## config.mk

```make
export PLATFORM = sky130hd
export DESIGN_NAME = dram_cycle_decoder
export DESIGN_NICKNAME = d
export VERILOG_FILES = /design/src/rtl/dram_dec_pkg.sv /design/src/rtl/strobe_sampler.sv /design/src/rtl/cell_array.sv /design/src/rtl/refresh_ctrl.sv /design/src/rtl/dram_cycle_decoder.sv
export SDC_FILE = /design/constraint.sdc
export NUM_CORES = 1
export LEC_CHECK = 0
export ABC_AREA = 1
export BUFFER_PORTS_ARGS = -buffer_cell sky130_fd_sc_hd__buf_4
export CELL_PAD_IN_SITES_DETAIL_PLACEMENT = 1
export CELL_PAD_IN_SITES_GLOBAL_PLACEMENT = 1
export CORE_UTILIZATION = 46
export CTS_BUF_LIST = sky130_fd_sc_hd__clkbuf_16
export CTS_CLUSTER_DIAMETER = 120
export CTS_CLUSTER_SIZE = 28
export DETAILED_ROUTE_END_ITERATION = 8
export PLACE_DENSITY = 0.75
export SKIP_CTS_REPAIR_TIMING = 1
export SLEW_MARGIN = 20
export SYNTH_ARGS = -nofsm -noshare
export SYNTH_HDL_FRONTEND = slang
export SYNTH_SLANG_ARGS = --single-unit
```

## constraint.sdc

```tcl
create_clock -name clk -period 2 [get_ports clk]
set_input_delay 0.4 -clock clk [delete_from_list [all_inputs] [get_ports clk]]
set_output_delay 0.4 -clock clk [all_outputs]
set_load 0.01 [all_outputs]
```

## src/rtl/dram_dec_pkg.sv

```systemverilog
package dram_dec_pkg;

  typedef enum logic [2:0] {
    KIND_IDLE     = 3'd0,
    KIND_ACCESS   = 3'd1,
    KIND_ADDR_REF = 3'd2,
    KIND_CNT_REF  = 3'd3,
    KIND_HIDDEN   = 3'd4,
    KIND_TEST     = 3'd5,
    KIND_SELF     = 3'd6
  } cyc_kind_e;

  // Classify a row-strobe fall from the strobe levels in the same sample.
  function automatic cyc_kind_e classify_ras_fall(input logic cas_low,
                                                  input logic we_low,
                                                  input logic held);
    if (!cas_low)     return KIND_ACCESS;
    else if (held)    return KIND_HIDDEN;
    else if (we_low)  return KIND_TEST;
    else              return KIND_CNT_REF;
  endfunction

endpackage

```

## src/rtl/strobe_sampler.sv

```systemverilog
module strobe_sampler #(
  parameter int N = 3
) (
  input  logic         clk,
  input  logic         rst_n,
  input  logic [N-1:0] lvl_n,
  output logic [N-1:0] fall,
  output logic [N-1:0] rise
);
  logic [N-1:0] prev_n;

  always_ff @(posedge clk or negedge rst_n) begin
    if (!rst_n) prev_n <= '1;
    else        prev_n <= lvl_n;
  end

  for (genvar i = 0; i < N; i++) begin : g_edge
    assign fall[i] = prev_n[i] & ~lvl_n[i];
    assign rise[i] = ~prev_n[i] & lvl_n[i];
  end
endmodule

```

## src/rtl/cell_array.sv

```systemverilog
module cell_array #(
  parameter int ROW_BITS = 4,
  parameter int COL_BITS = 4,
  parameter int DW       = 4
) (
  input  logic                clk,
  input  logic                wr_en,
  input  logic [ROW_BITS-1:0] wr_row,
  input  logic [COL_BITS-1:0] wr_col,
  input  logic [DW-1:0]       wr_data,
  input  logic [ROW_BITS-1:0] rd_row,
  input  logic [COL_BITS-1:0] rd_col,
  output logic [DW-1:0]       rd_data
);
  localparam int DEPTH = 1 << (ROW_BITS + COL_BITS);

  logic [DW-1:0] cells [DEPTH];

  always_ff @(posedge clk) begin
    if (wr_en) cells[{wr_row, wr_col}] <= wr_data;
  end

  assign rd_data = cells[{rd_row, rd_col}];
endmodule

```

## src/rtl/refresh_ctrl.sv

```systemverilog
module refresh_ctrl #(
  parameter int CNT_W      = 12,
  parameter int SELF_ENTRY = 10000,
  parameter int SELF_INT   = 1560
) (
  input  logic             clk,
  input  logic             rst_n,
  input  logic             cbr_start,
  input  logic             hidden_start,
  input  logic             addr_ref_done,
  input  logic [CNT_W-1:0] addr_ref_row,
  input  logic             ras_n,
  input  logic             ras_rise,
  output logic             refresh_stb,
  output logic [CNT_W-1:0] refresh_row,
  output logic             self_refresh,
  output logic             self_enter
);
  localparam int LW = (SELF_ENTRY > 2) ? $clog2(SELF_ENTRY) : 1;
  localparam int IW = (SELF_INT > 2) ? $clog2(SELF_INT) : 1;
  localparam logic [LW-1:0] LAST_L = LW'(SELF_ENTRY - 1);
  localparam logic [IW-1:0] LAST_I = IW'(SELF_INT - 1);

  function automatic logic [CNT_W-1:0] bump(input logic [CNT_W-1:0] v);
    return v + CNT_W'(1);
  endfunction

  logic [CNT_W-1:0] cnt;
  logic [LW-1:0]    lcnt;
  logic [IW-1:0]    icnt;
  logic             cbr_active;
  logic             int_tick;
  logic             use_cnt;

  assign int_tick   = self_refresh & ~ras_rise & (icnt == LAST_I);
  assign self_enter = cbr_active & ~self_refresh & ~ras_rise & (lcnt == LAST_L);
  assign use_cnt    = cbr_start | hidden_start | int_tick;

  always_ff @(posedge clk or negedge rst_n) begin
    if (!rst_n) begin
      cnt         <= '0;
      refresh_stb <= 1'b0;
      refresh_row <= '0;
    end else begin
      refresh_stb <= use_cnt | addr_ref_done;
      if (use_cnt) begin
        refresh_row <= cnt;
        cnt         <= bump(cnt);
      end else if (addr_ref_done) begin
        refresh_row <= addr_ref_row;
      end
    end
  end

  always_ff @(posedge clk or negedge rst_n) begin
    if (!rst_n) begin
      cbr_active   <= 1'b0;
      self_refresh <= 1'b0;
      lcnt         <= '0;
      icnt         <= '0;
    end else begin
      if (cbr_start)     cbr_active <= 1'b1;
      else if (ras_rise) cbr_active <= 1'b0;

      if (cbr_start)                         lcnt <= '0;
      else if (cbr_active && !self_refresh)  lcnt <= lcnt + LW'(1);

      if (ras_rise)        self_refresh <= 1'b0;
      else if (self_enter) self_refresh <= 1'b1;

      if (self_enter)        icnt <= '0;
      else if (self_refresh) icnt <= (icnt == LAST_I) ? '0 : icnt + IW'(1);
    end
  end

  // the counter moves only on a counter-sourced refresh
  p_cnt_still_r6: assert property (@(posedge clk) disable iff (!rst_n)
    !use_cnt |=> $stable(cnt));

  // self refresh never outlasts the row strobe
  p_self_ras_low_r10: assert property (@(posedge clk) disable iff (!rst_n)
    self_refresh |-> $past(!ras_n));
endmodule

```

## src/rtl/dram_cycle_decoder.sv

```systemverilog
module dram_cycle_decoder
  import dram_dec_pkg::*;
#(
  parameter int ROW_BITS   = 4,
  parameter int COL_BITS   = 4,
  parameter int DW         = 4,
  parameter int CNT_W      = 12,
  parameter int SELF_ENTRY = 10000,
  parameter int SELF_INT   = 1560
) (
  input  logic                clk,
  input  logic                rst_n,
  input  logic                ras_n,
  input  logic                cas_n,
  input  logic                we_n,
  input  logic                oe_n,
  input  logic [ROW_BITS-1:0] addr,
  input  logic [DW-1:0]       din,
  output logic [DW-1:0]       dq_out,
  output logic                dq_oe,
  output logic [2:0]          cyc_kind,
  output logic                refresh_stb,
  output logic [CNT_W-1:0]    refresh_row,
  output logic                test_mode,
  output logic                self_refresh
);
  localparam int PAD = CNT_W - ROW_BITS;

  // Strobe edge events
  logic [2:0] fall, rise;
  logic ras_fall, ras_rise, cas_fall, cas_rise, we_fall;

  strobe_sampler #(.N(3)) u_edges (
    .clk(clk), .rst_n(rst_n),
    .lvl_n({we_n, cas_n, ras_n}),
    .fall(fall), .rise(rise)
  );

  assign ras_fall = fall[0];
  assign cas_fall = fall[1];
  assign we_fall  = fall[2];
  assign ras_rise = rise[0];
  assign cas_rise = rise[1];

  // Cycle state
  logic                row_open, accessed, cas_hold;
  logic                rd_valid, early_q;
  logic [ROW_BITS-1:0] row_q;
  logic [COL_BITS-1:0] col_q;
  logic [DW-1:0]       dout_q;
  cyc_kind_e           kind_q;

  // Named events
  cyc_kind_e fall_kind;
  logic cbr_start, hidden_start, test_enter, addr_ref_done;
  logic access_col, early_wr, rd_start, rmw_wr;
  logic self_enter;

  assign fall_kind     = classify_ras_fall(~cas_n, ~we_n, cas_hold);
  assign cbr_start     = ras_fall && fall_kind == KIND_CNT_REF;
  assign hidden_start  = ras_fall && fall_kind == KIND_HIDDEN;
  assign test_enter    = ras_fall && fall_kind == KIND_TEST;
  assign addr_ref_done = ras_rise & row_open & ~accessed;
  assign access_col    = cas_fall & row_open & ~ras_n;
  assign early_wr      = access_col & ~we_n;
  assign rd_start      = access_col & we_n;
  assign rmw_wr        = we_fall & ~cas_fall & ~cas_n & rd_valid & row_open & ~ras_n;

  // Storage
  logic [DW-1:0]       rd_word;
  logic                wr_en;
  logic [COL_BITS-1:0] wr_col;

  assign wr_en  = early_wr | rmw_wr;
  assign wr_col = early_wr ? addr[COL_BITS-1:0] : col_q;

  cell_array #(.ROW_BITS(ROW_BITS), .COL_BITS(COL_BITS), .DW(DW)) u_cells (
    .clk(clk), .wr_en(wr_en), .wr_row(row_q), .wr_col(wr_col), .wr_data(din),
    .rd_row(row_q), .rd_col(addr[COL_BITS-1:0]), .rd_data(rd_word)
  );

  refresh_ctrl #(.CNT_W(CNT_W), .SELF_ENTRY(SELF_ENTRY), .SELF_INT(SELF_INT)) u_ref (
    .clk(clk), .rst_n(rst_n),
    .cbr_start(cbr_start), .hidden_start(hidden_start),
    .addr_ref_done(addr_ref_done), .addr_ref_row({{PAD{1'b0}}, row_q}),
    .ras_n(ras_n), .ras_rise(ras_rise),
    .refresh_stb(refresh_stb), .refresh_row(refresh_row),
    .self_refresh(self_refresh), .self_enter(self_enter)
  );

  // Row / column capture and access tracking
  always_ff @(posedge clk or negedge rst_n) begin
    if (!rst_n) begin
      row_open <= 1'b0;
      accessed <= 1'b0;
      cas_hold <= 1'b0;
      row_q    <= '0;
      col_q    <= '0;
    end else begin
      if (ras_fall && cas_n) begin
        row_open <= 1'b1;
        row_q    <= addr;
        accessed <= 1'b0;
      end else if (ras_rise) begin
        row_open <= 1'b0;
        accessed <= 1'b0;
      end else if (access_col) begin
        accessed <= 1'b1;
        col_q    <= addr[COL_BITS-1:0];
      end

      if (cas_n)                      cas_hold <= 1'b0;
      else if (ras_rise && accessed)  cas_hold <= 1'b1;
    end
  end

  // Read data path
  always_ff @(posedge clk or negedge rst_n) begin
    if (!rst_n) begin
      rd_valid <= 1'b0;
      early_q  <= 1'b0;
      dout_q   <= '0;
    end else begin
      if (cas_rise) begin
        rd_valid <= 1'b0;
        early_q  <= 1'b0;
      end else if (rd_start) begin
        rd_valid <= 1'b1;
        dout_q   <= rd_word;
      end else if (early_wr) begin
        early_q  <= 1'b1;
      end
    end
  end

  // Mode and classification
  always_ff @(posedge clk or negedge rst_n) begin
    if (!rst_n) begin
      test_mode <= 1'b0;
      kind_q    <= KIND_IDLE;
    end else begin
      if (test_enter)                      test_mode <= 1'b1;
      else if (cbr_start || addr_ref_done) test_mode <= 1'b0;

      if (self_enter)        kind_q <= KIND_SELF;
      else if (addr_ref_done) kind_q <= KIND_ADDR_REF;
      else if (ras_fall && !cas_n) kind_q <= fall_kind;
      else if (access_col)   kind_q <= KIND_ACCESS;
    end
  end

  assign dq_oe    = rd_valid & ~cas_n & ~oe_n;
  assign dq_out   = dout_q;
  assign cyc_kind = kind_q;

  // an early write never drives the output
  p_early_quiet_r2: assert property (@(posedge clk) disable iff (!rst_n)
    early_q |-> !dq_oe);

  // while the column strobe stays low, read data is held
  p_hidden_hold_r8: assert property (@(posedge clk) disable iff (!rst_n)
    (!cas_n && $past(!cas_n) && $past(rd_valid)) |-> (rd_valid && dout_q == $past(dout_q)));

  // test-mode entry reports no refresh
  p_test_no_ref_r9: assert property (@(posedge clk) disable iff (!rst_n)
    test_enter |=> !refresh_stb);

  // an address-row refresh never drives the output
  p_addr_ref_quiet_r5: assert property (@(posedge clk) disable iff (!rst_n)
    addr_ref_done |-> !dq_oe);
endmodule

```

### After elaboration in Yosys (flattened, before gate mapping)

Memory sizes are Yosys's and may differ from the RTL's. A register that Yosys moved wholly into a read port is not among the register bits.
Index checks and enable logic that the tools add are counted.

* reduce and logical (&&, ||, !) cells: 24
* muxes and demuxes: 31
* add/sub/neg operators: 3
* bitwise gates (word level): 39
* eq/ne operators: 5

Operator list (number)
* two-way mux 11 bit: 3
* two-way mux 14 bit: 2
* two-way mux 12 bit: 2
* AND 1 bit: 23
* two-way mux 3 bit: 7
* nonzero test 2 bit: 9
* two-way mux 1 bit: 16
* adder 14 x 1 -> 14 bit, second input constant: 1
* == test 14 bit, second input constant: 1
* adder 12 x 1 -> 12 bit, second input constant: 1
* NOT 1 bit: 12
* adder 11 x 1 -> 11 bit, second input constant: 1
* == test 11 bit, second input constant: 1
* logical AND 1 bit: 7
* == test 3 bit, second input constant: 2
* two-way mux 4 bit: 1
* bitwise OR 1 bit: 4
* nonzero test 4 bit: 1
* == test 3 x 2 -> 1 bit, second input constant: 1
* zero test 1 bit: 3
* AND reduction 3 bit: 1
* nonzero test 3 bit: 1
* AND reduction 2 bit: 1
* logical OR 1 bit: 1

* bits in registers: 71
* memories kept: 1
* input port bits: 14
* word-level logic and storage cells: 119
* RAM bits: 1024

Memories
* u_cells.cells: words 256, bits a word 4, rd ports 1, clocked after Yosys merged registers in 1, wr ports 1, RTL line cell_array.sv:17 `logic [DW-1:0] cells [DEPTH];`

### Longest topological paths before layout

Gate-level depths: netlist of run 1.

* word-level depth: 11
* depth in mapped cells: 17
* depth with buffers taken out: 13

### Modules after synthesis

Synthesis of run 1 repeated with hierarchy kept, for this count alone.

* cells, all modules: 4245
* area total of the unflattened synthesis: 46797.4 um^2

Modules (own cells, without submodules)
* cell_array: seq. area each 30749.5 um^2, instances 1, area an instance 42744.7 um^2, cells each 3716
* refresh_ctrl: seq. area each 1301.2 um^2, instances 1, area an instance 2959.1 um^2, cells each 396
* dram_cycle_decoder: seq. area each 500.5 um^2, instances 1, area an instance 969.7 um^2, cells each 118
* strobe_sampler: seq. area each 78.8 um^2, instances 1, area an instance 123.9 um^2, cells each 15

### Worst setup path after synthesis of run 1

No wires, ideal clock.

* kind: input to register
* from: input port addr[0]
* to: memory u_cells.cells[102][0] (enable)
* path slack: -205 ps
* arrival time: 1876 ps
* cell stages on the path: 10
* data required time: 1671 ps
* cell sequence: buf_4 > inv_2 > buf_6 > buf_6 > buf_4 > o21ai_2 > nor2_1 > nand2_2 > buf_2 > nor2_1

* word-level cells in the longest chain between the ends: 1

RTL lines
* from (decl): RTL line dram_cycle_decoder.sv:17 `input logic [ROW_BITS-1:0] addr,`
* two-way mux 4 bit: RTL line dram_cycle_decoder.sv:75 `assign wr_col = early_wr ? addr[COL_BITS-1:0] : col_q;`
* to (decl): RTL line cell_array.sv:17

No other way between the ends.

### Worst setup path in the final report of run 1

* from: register u_edges.prev_n[2]
* to: memory u_cells.cells[93][0] (enable)

* word-level cells in the longest chain between the ends: 9

RTL lines
* from (decl): RTL line strobe_sampler.sv:10 `logic [N-1:0] prev_n;`
* from (signal assigned): RTL line strobe_sampler.sv:14 `else prev_n <= lvl_n;`
* AND 1 bit: RTL line strobe_sampler.sv:18 `assign fall[i] = prev_n[i] & ~lvl_n[i];`
* AND 1 bit (5 in a row): RTL line dram_cycle_decoder.sv:67 `assign rmw_wr = we_fall & ~cas_fall & ~cas_n & rd_valid & row_open & ~ras_n;`
* bitwise OR 1 bit: RTL line dram_cycle_decoder.sv:74 `assign wr_en = early_wr | rmw_wr;`
* two-way mux 1 bit: RTL line cell_array.sv:20 `if (wr_en) cells[{wr_row, wr_col}] <= wr_data;`
* two-way mux 1 bit (not written as such): RTL line cell_array.sv:20

No other way between the ends.

==> metrics.md, run 1 <==
| Metric | Value |
|---|---|
| Die W | `approximately 320 µm` |
| Number of max-cap violations | `0` |
| Final worst slack | `-0.6393 ns` |
| Final Core Density | `between 50% and 60%` |
| Cells after Synth | `roughly 4.5k` |
| Initial DRC Count | `around 3.0k` |
| FP Rows | `116` |
| Final TNS setup | `-491.68 ns` |
| Synth area leaders | `edfxtp_1 (65%), nand2_1 (9.5%), nor2_1 (5.9%)` |
| # IOs | `37` |
| WHS | `0.04461 ns` |
| Synth top area share | `65.46%` |
| Period minus WS final | `around 2.6 ns` |
| CP Capture Type | `register` |
| Core Footprint | `slightly above 0.1 mm²` |
| Port buffer count | `36` |
| Count leader, synth | `nand2_1` |
| Worst path arrival time | `between 3 and 4 ns` |
| Final Power | `42.40 mW` |
| H-tree depth | `2` |
| Gr usage total | `between 20% and 30%` |
| Sw Share | `around 26%` |
| Final HPWL DP | `~96000 µm` |
| Synth Net Count | `around 4.5k` |
| Maximum clock rate | `about 0.38 GHz` |
| Fin. Hold Viols | `0` |
| First-pass GRT wire length | `218000 µm` |
| Grt ovf | `0` |
| Proportion of layout cells with a drive suffix above 1 | `between 10% and 20%` |
| Max VDD drop | `~0.58 mV` |
| Compound-Gate Fraction of Synth Area | `between 3 and 4%` |
| DIE HEIGHT | `321.6 µm` |
| Largest net degree at the start of global routing | `71` |
| Fraction of registers with async set/reset | `6.824%` |
| Critical path peak fanout | `8` |
| Syn Area/Cell | `between 10 and 15 µm²` |
| Count of cell types in the netlist | `39` |
| FF/Latch Area | `between 0.03 and 0.04 mm²` |
| Starting Density | `46.70%` |
| Lkg Pwr | `~22 nW` |
| RSZ-0062 raised after global routing | `yes` |
| Clock transition at the registers of the reported paths | `roughly 0.11 ns` |
| First-pass DRT Iterations | `6` |
| Post-route DRC | `0` |
| Slew Viols, Final | `0` |
| Final Net Count | `around 5k` |
| Critical Path Source Type | `register` |
| P per Cell Area | `around 770 mW/mm²` |
| Die ar. | `a little over 0.1 mm²` |
| Clock skew | `a little over 0.03 ns` |
| Simple-gate portion of the synthesized area | `between 20% and 30%` |
| Worst relative slew slack | `a little under three fifths` |
| Register area share after synthesis | `69.47%` |
| Antenna-violating nets left | `0` |
| Fillers | `roughly 11k` |
| Vias in the first global route | `36.59k` |
| Largest family of logic cells by synthesized area | `simple AND/OR/NAND/NOR gates` |
| Mapped cell area | `0.04697 mm²` |
| DR vias | `34.59k` |
| Vias per cell | `about 5.5` |
| Combinational Power Share | `12.9%` |
| Routed len/inst | `23.11 µm` |
| Tcrit/Tclk final | `132.0%` |
| Critical path class | `register to register` |
| Failing checks | `setup timing` |
| Final Instance Count excl. Fillers | `6248` |
| Mux cell area share after synthesis | `0%` |
| Area leader, netlist | `edfxtp_1` |
| Area growth, synth to finish | `16.98%` |
| Clock Tree Root | `clkbuf_16` |
| Num CTS Buffers | `45` |
| Clk buf depth | `3` |
| Setup-failing EPs final | `between 1k and 1.5k` |
| Worst skew pair latency | `~0.66 ns` |
| P_int | `31.42 mW` |
| Initial antenna violation count | `1` |
| GPL Wtd Cong | `roughly 0.86` |
| Post-Route WL | `around 140000 µm` |
| Register bit total from synthesis | `about 1.1k` |
| Power share of the clock group | `26.7%` |
| Sequential share of power | `between 60% and 70%` |
| Placed Cells | `6171` |
| Number of synthesized flops with an enable pin | `around 1.0k` |
| CTS tree | `done` |
| Multi-input logic area | `0.01229 mm²` |
| Adder-cell share of the synthesized area | `less than 1%` |
| Post-synth top cells | `nand2_1 (1189), edfxtp_1 (1024), nor2_1 (735)` |
| Post-synth top flop | `edfxtp_1` |
| Yosys warns | `0` |
| Tightest Pin Transition | `~0.65 ns` |
| Switch Pwr | `around 11 mW` |
| CP Data Required Time | `~2.4 ns` |
| Status | `finished, violations left` |
| Class of the worst hold path | `input port to register` |
| Clk sinks | `~1.1k` |
| Xor and xnor area share after synthesis | `less than 1%` |
## path summary, 6_finish.rpt
check	startpoint	to	slack, ns	cells after the start
setup / recovery	u_edges.prev_n[2]	u_cells.cells[93][0]	-0.64	10
max in group asynchronous	rst_n	u_ref.icnt[5]	1.17	3
min in group asynchronous	rst_n	u_ref.icnt[7]	0.25	2
hold reg to reg	u_ref.cnt[5]	u_ref.cnt[5]	0.50	1
setup reg to reg	u_edges.prev_n[2]	u_cells.cells[93][0]	-0.64	10
hold / removal	cas_n	cas_hold	0.04	3
## critical path: stages (launching register included)
cell and delay [ns]:
dfstp_2 0.54, nand4_1 0.15, o41ai_4 0.45, inv_2 0.21, nor3_4 0.21, buf_6 0.18, buf_12 0.11, nand2_8 0.06
clkbuf_16 0.18, nor2_1 0.10, buf_4 0.14
## power groups by stage
stage / clock network, mW / registers, mW / logic, mW
2_1_floorplan: 0 / 26.1 / 2.24
3_3_place_gp: 0 / 26.1 / 5.16
3_5_place_dp: 0 / 26.1 / 5.34
4_1_cts: 11.5 / 25.6 / 5.37
5_1_grt: 12.1 / 25.6 / 5.83
6_report: 11.3 / 25.6 / 5.48
## kinds of logic (layout without fill, tap and decap cells)
family,count (synthesis),count (layout)
other,0,2
buffers and inverters,571,959
adders and majority gates,3,3
xor gates and xnor gates,14,14
AOI/OAI and AO/OA,325,325
DFF,1099,1099
and+or+nand+nor,2489,2489
## sequential cells by signal, summed over array words and instances (netlist names), 3 cells and up
signal and count:
u_ref.refresh_row 12, dq_out 4, col_q 4, u_ref.cnt 12, cyc_kind 3, row_q 4
u_ref.lcnt 14, u_cells.cells 1024, u_edges.prev_n 3, u_ref.icnt 11
## layer usage
metal / GRT usage (%) / part of all wire [%]
met1: 36.49 / 41
met2: 47.68 / 49
met3: 3.490 / 5.7
met4: 9.767 / 3.7
met5: 0 / 0
## final cells by class
cell class / instances / share of cell area (%)
antenna: 2 / 0.009108
multi-input combinational: 2831 / 22.37
clock inverter: 19 / 0.1867
inverter: 313 / 2.170
clock buffer: 47 / 2.140
timing repair buffer: 580 / 10.65
sequential: 1099 / 59.38
tap: 1357 / 3.090
## through the flow
stage | instance area (µm²) | setup WS (ns)
global route | 54940 | -0.6356
global placement | 53270 | -1.218
finish | 54950 | -0.6393
floorplan | 47030 | -0.2047
CTS | 54540 | -1.170
detailed placement | 53270 | -1.323
## layout by cell type, fill, tap and decap left out, types with 2 or more instances in the layout
cell type / count
a21oi_1: 24
a22oi_1: 3
a31oi_1: 2
buf_12: 109
buf_4: 446
buf_6: 13
buf_8: 2
clkbuf_16: 49
clkbuf_8: 4
dfrtp_1: 72
dfstp_2: 3
diode_2: 2
dlygate4sd3_1: 4
edfxtp_1: 1024
ha_1: 3
inv_1: 320
inv_2: 6
inv_8: 2
nand2_1: 1185
nand2_2: 15
nand3_1: 509
nand4_1: 8
nor2_1: 701
nor2_2: 17
nor2_4: 25
nor3_1: 11
nor3_2: 3
nor4_1: 7
o211ai_1: 16
o21ai_0: 259
o21ai_1: 9
o21ai_2: 2
o21ai_4: 2
o221ai_1: 2
o22ai_1: 2
or2_2: 4
xor2_1: 13
(Power assumes the default switching activity.)
==> inputs of run 2 (changes only) <==
Settings changed: CORE_MARGIN set to 5.
==> run 2 against run 1 <==
Against the previous run: the run still ends with setup timing left; clock skew up 0.0030 ns; sequential share of layout area is 0.073 points lower; critical endpoint is now u_cells.cells[53][0]; die area rose by 5.0%; clock power barely moved; via count barely moved; worst setup slack gained 0.15 ns; count of clock-buffer cells in the layout is 2 lower.
==> metrics.md, run 2 (synthesis results as in run 1) <==
| Metric | Value |
|---|---|
| Vias per cell | `around 5.5` |
| Number of max-cap violations | `0` |
| Final worst slack | `-0.4907 ns` |
| CP Capture Type | `register` |
| Registers with the most flip-flops | `u_cells.cells: 1024 flops, u_ref.lcnt: 14 flops` |
| Critical path peak fanout | `10` |
| Fin. Hold Viols | `0` |
| Failing checks | `setup timing` |
| Max VDD drop | `0.5721 mV` |
| FP Rows | `about 120` |
| Most frequent cells in the layout | `nand2_1 (1184), edfxtp_1 (1024), nor2_1 (687), nand3_1 (509), buf_4 (447)` |
| Clock skew | `~0.033 ns` |
| Class of the worst hold path | `input port to register` |
| Final Net Count | `approximately 4.9k` |
| Gr usage total | `25.99%` |
| First-pass DRT Iterations | `5` |
| RSZ-0062 raised after global routing | `yes` |
| Clock Tree Root | `clkbuf_16` |
| Lkg Pwr | `between 20 and 25 nW` |
| FF/Latch Area | `between 0.03 and 0.04 mm²` |
| Max reg flops | `1024` |
| Maximum clock rate | `about 0.4 GHz` |
| Port buffer count | `36` |
| GPL Wtd Cong | `0.8381` |
| Clk buf depth | `3` |
| Grt ovf | `0` |
| Largest net degree at the start of global routing | `68` |
| H-tree depth | `2` |
| Core Footprint | `0.1016 mm²` |
| P per Cell Area | `around 770 mW/mm²` |
| Fillers | `~11k` |
| CP Data Required Time | `2.35 ns` |
| Setup-failing EPs final | `a little over 1k` |
| Worst path arrival time | `roughly 2.8 ns` |
| Final HPWL DP | `between 90000 and 100000 µm` |
| Commonest non-fill, non-tap cell in the layout | `nand2_1` |
| Starting Density | `approximately 46%` |
| Vias in the first global route | `roughly 37k` |
| CTS tree | `done` |
| Worst skew pair latency | `between 0.6 and 0.7 ns` |
| Area growth, synth to finish | `17.12%` |
| Tightest Pin Transition | `1.062 ns` |
| Tcrit/Tclk final | `124.5%` |
| N_diodes | `0` |
| Multi-input logic area | `0.01237 mm²` |
| Status | `finished, violations left` |
| Initial antenna violation count | `0` |
| Post-route cell area | `~0.055 mm²` |
| Final Instance Count excl. Fillers | `roughly 6.3k` |
| Period minus WS final | `around 2.5 ns` |
| Biggest register | `u_cells.cells` |
| Critical Path Source Type | `register` |
| Slew Viols, Final | `0` |
| Antenna-violating nets left | `0` |
| First-pass GRT wire length | `roughly 220000 µm` |
| Area after DPL | `around 0.053 mm²` |
| Die W | `329.6 µm` |
| Worst relative slew slack | `around 29%` |
| Initial DRC Count | `approximately 3.2k` |
| Clk sinks | `1099` |
| DIE HEIGHT | `around 330 µm` |
| Post-route DRC | `0` |
| DR vias | `about 35k` |
| # IOs | `37` |
| Post-Route WL | `around 140000 µm` |
| Num CTS Buffers | `45` |
| Critical path class | `register to register` |
| Routed len/inst | `between 20 and 25 µm` |
| Placed Cells | `6181` |
| Clock transition at the registers of the reported paths | `0.12 ns` |
| Die ar. | `approximately 0.11 mm²` |
| Proportion of layout cells with a drive suffix above 1 | `14.81%` |
-- run 2: cell types whose count changed in the layout (fill, tap and decap cells not counted), sizes merged --
cell    change
inv         +1
buf         -1
diode       -2
clkbuf      -1
-- run 2: final timing paths --
path                                    from              endpoint  slack [ns]  cells past startpoint
hold / removal                         cas_n              cas_hold        0.03                      3
setup / recovery           u_edges.prev_n[1]  u_cells.cells[53][0]       -0.49                     10
max in group asynchronous              rst_n     u_ref.refresh_stb        1.19                      3
hold reg to reg                 u_ref.cnt[5]          u_ref.cnt[5]        0.47                      1
setup reg to reg           u_edges.prev_n[1]  u_cells.cells[53][0]       -0.49                     10
min in group asynchronous              rst_n         u_ref.icnt[1]        0.26                      2
-- run 2: stage by stage --
step	total power, mW	hold WS, ns	util, %	TNS (ns)	setup slack, ns
finish	42.23	0.02708	54.15	-390.91	-0.4907
global route	43.67	0.02484	54.15	-484.94	-0.5573
CTS	42.23	-0.3050	53.66	-643.39	-0.8984
detailed placement	31.48	0.4183	52.46	-869.50	-1.151
global placement	31.29	0.4168	52.46	-719.21	-0.9187
floorplan	28.32	0.1044	-	-142.89	-0.2047
-- run 2: routing by layer --
metal,part of all wire (%),GRT usage [%]
met3,5.9,2.979
met5,0,0
met4,3.2,8.128
met2,50,45.94
met1,41,33.82
-- run 2: power by group --
group	switching, mW	internal [mW]	total [mW]	leakage (nW)
clock	6.87	4.15	11.0	0.663
combinational	3.80	1.85	5.65	10.9
sequential	0.214	25.3	25.6	10.1
total	10.9	31.3	42.2	21.7
-- run 2: cell type report --
cell class / instances / share of cell area, %
multi-input cells: 2831 / 22.48
clock buffers: 45 / 2.047
inverters: 313 / 2.167
well taps: 1368 / 3.111
repair buffers: 580 / 10.71
flip-flops and latches: 1099 / 59.31
clock inverters: 20 / 0.1728
-- run 2: worst max-delay path, cell delays in order, from the launching register on --
cell	delay [ns]
dfstp_2	0.58
nand4_4	0.20
buf_12	0.21
o21ai_2	0.16
inv_2	0.06
buf_4	0.14
nor2_4	0.23
nand2_4	0.12
buf_12	0.19
nor2_2	0.13
buf_4	0.14
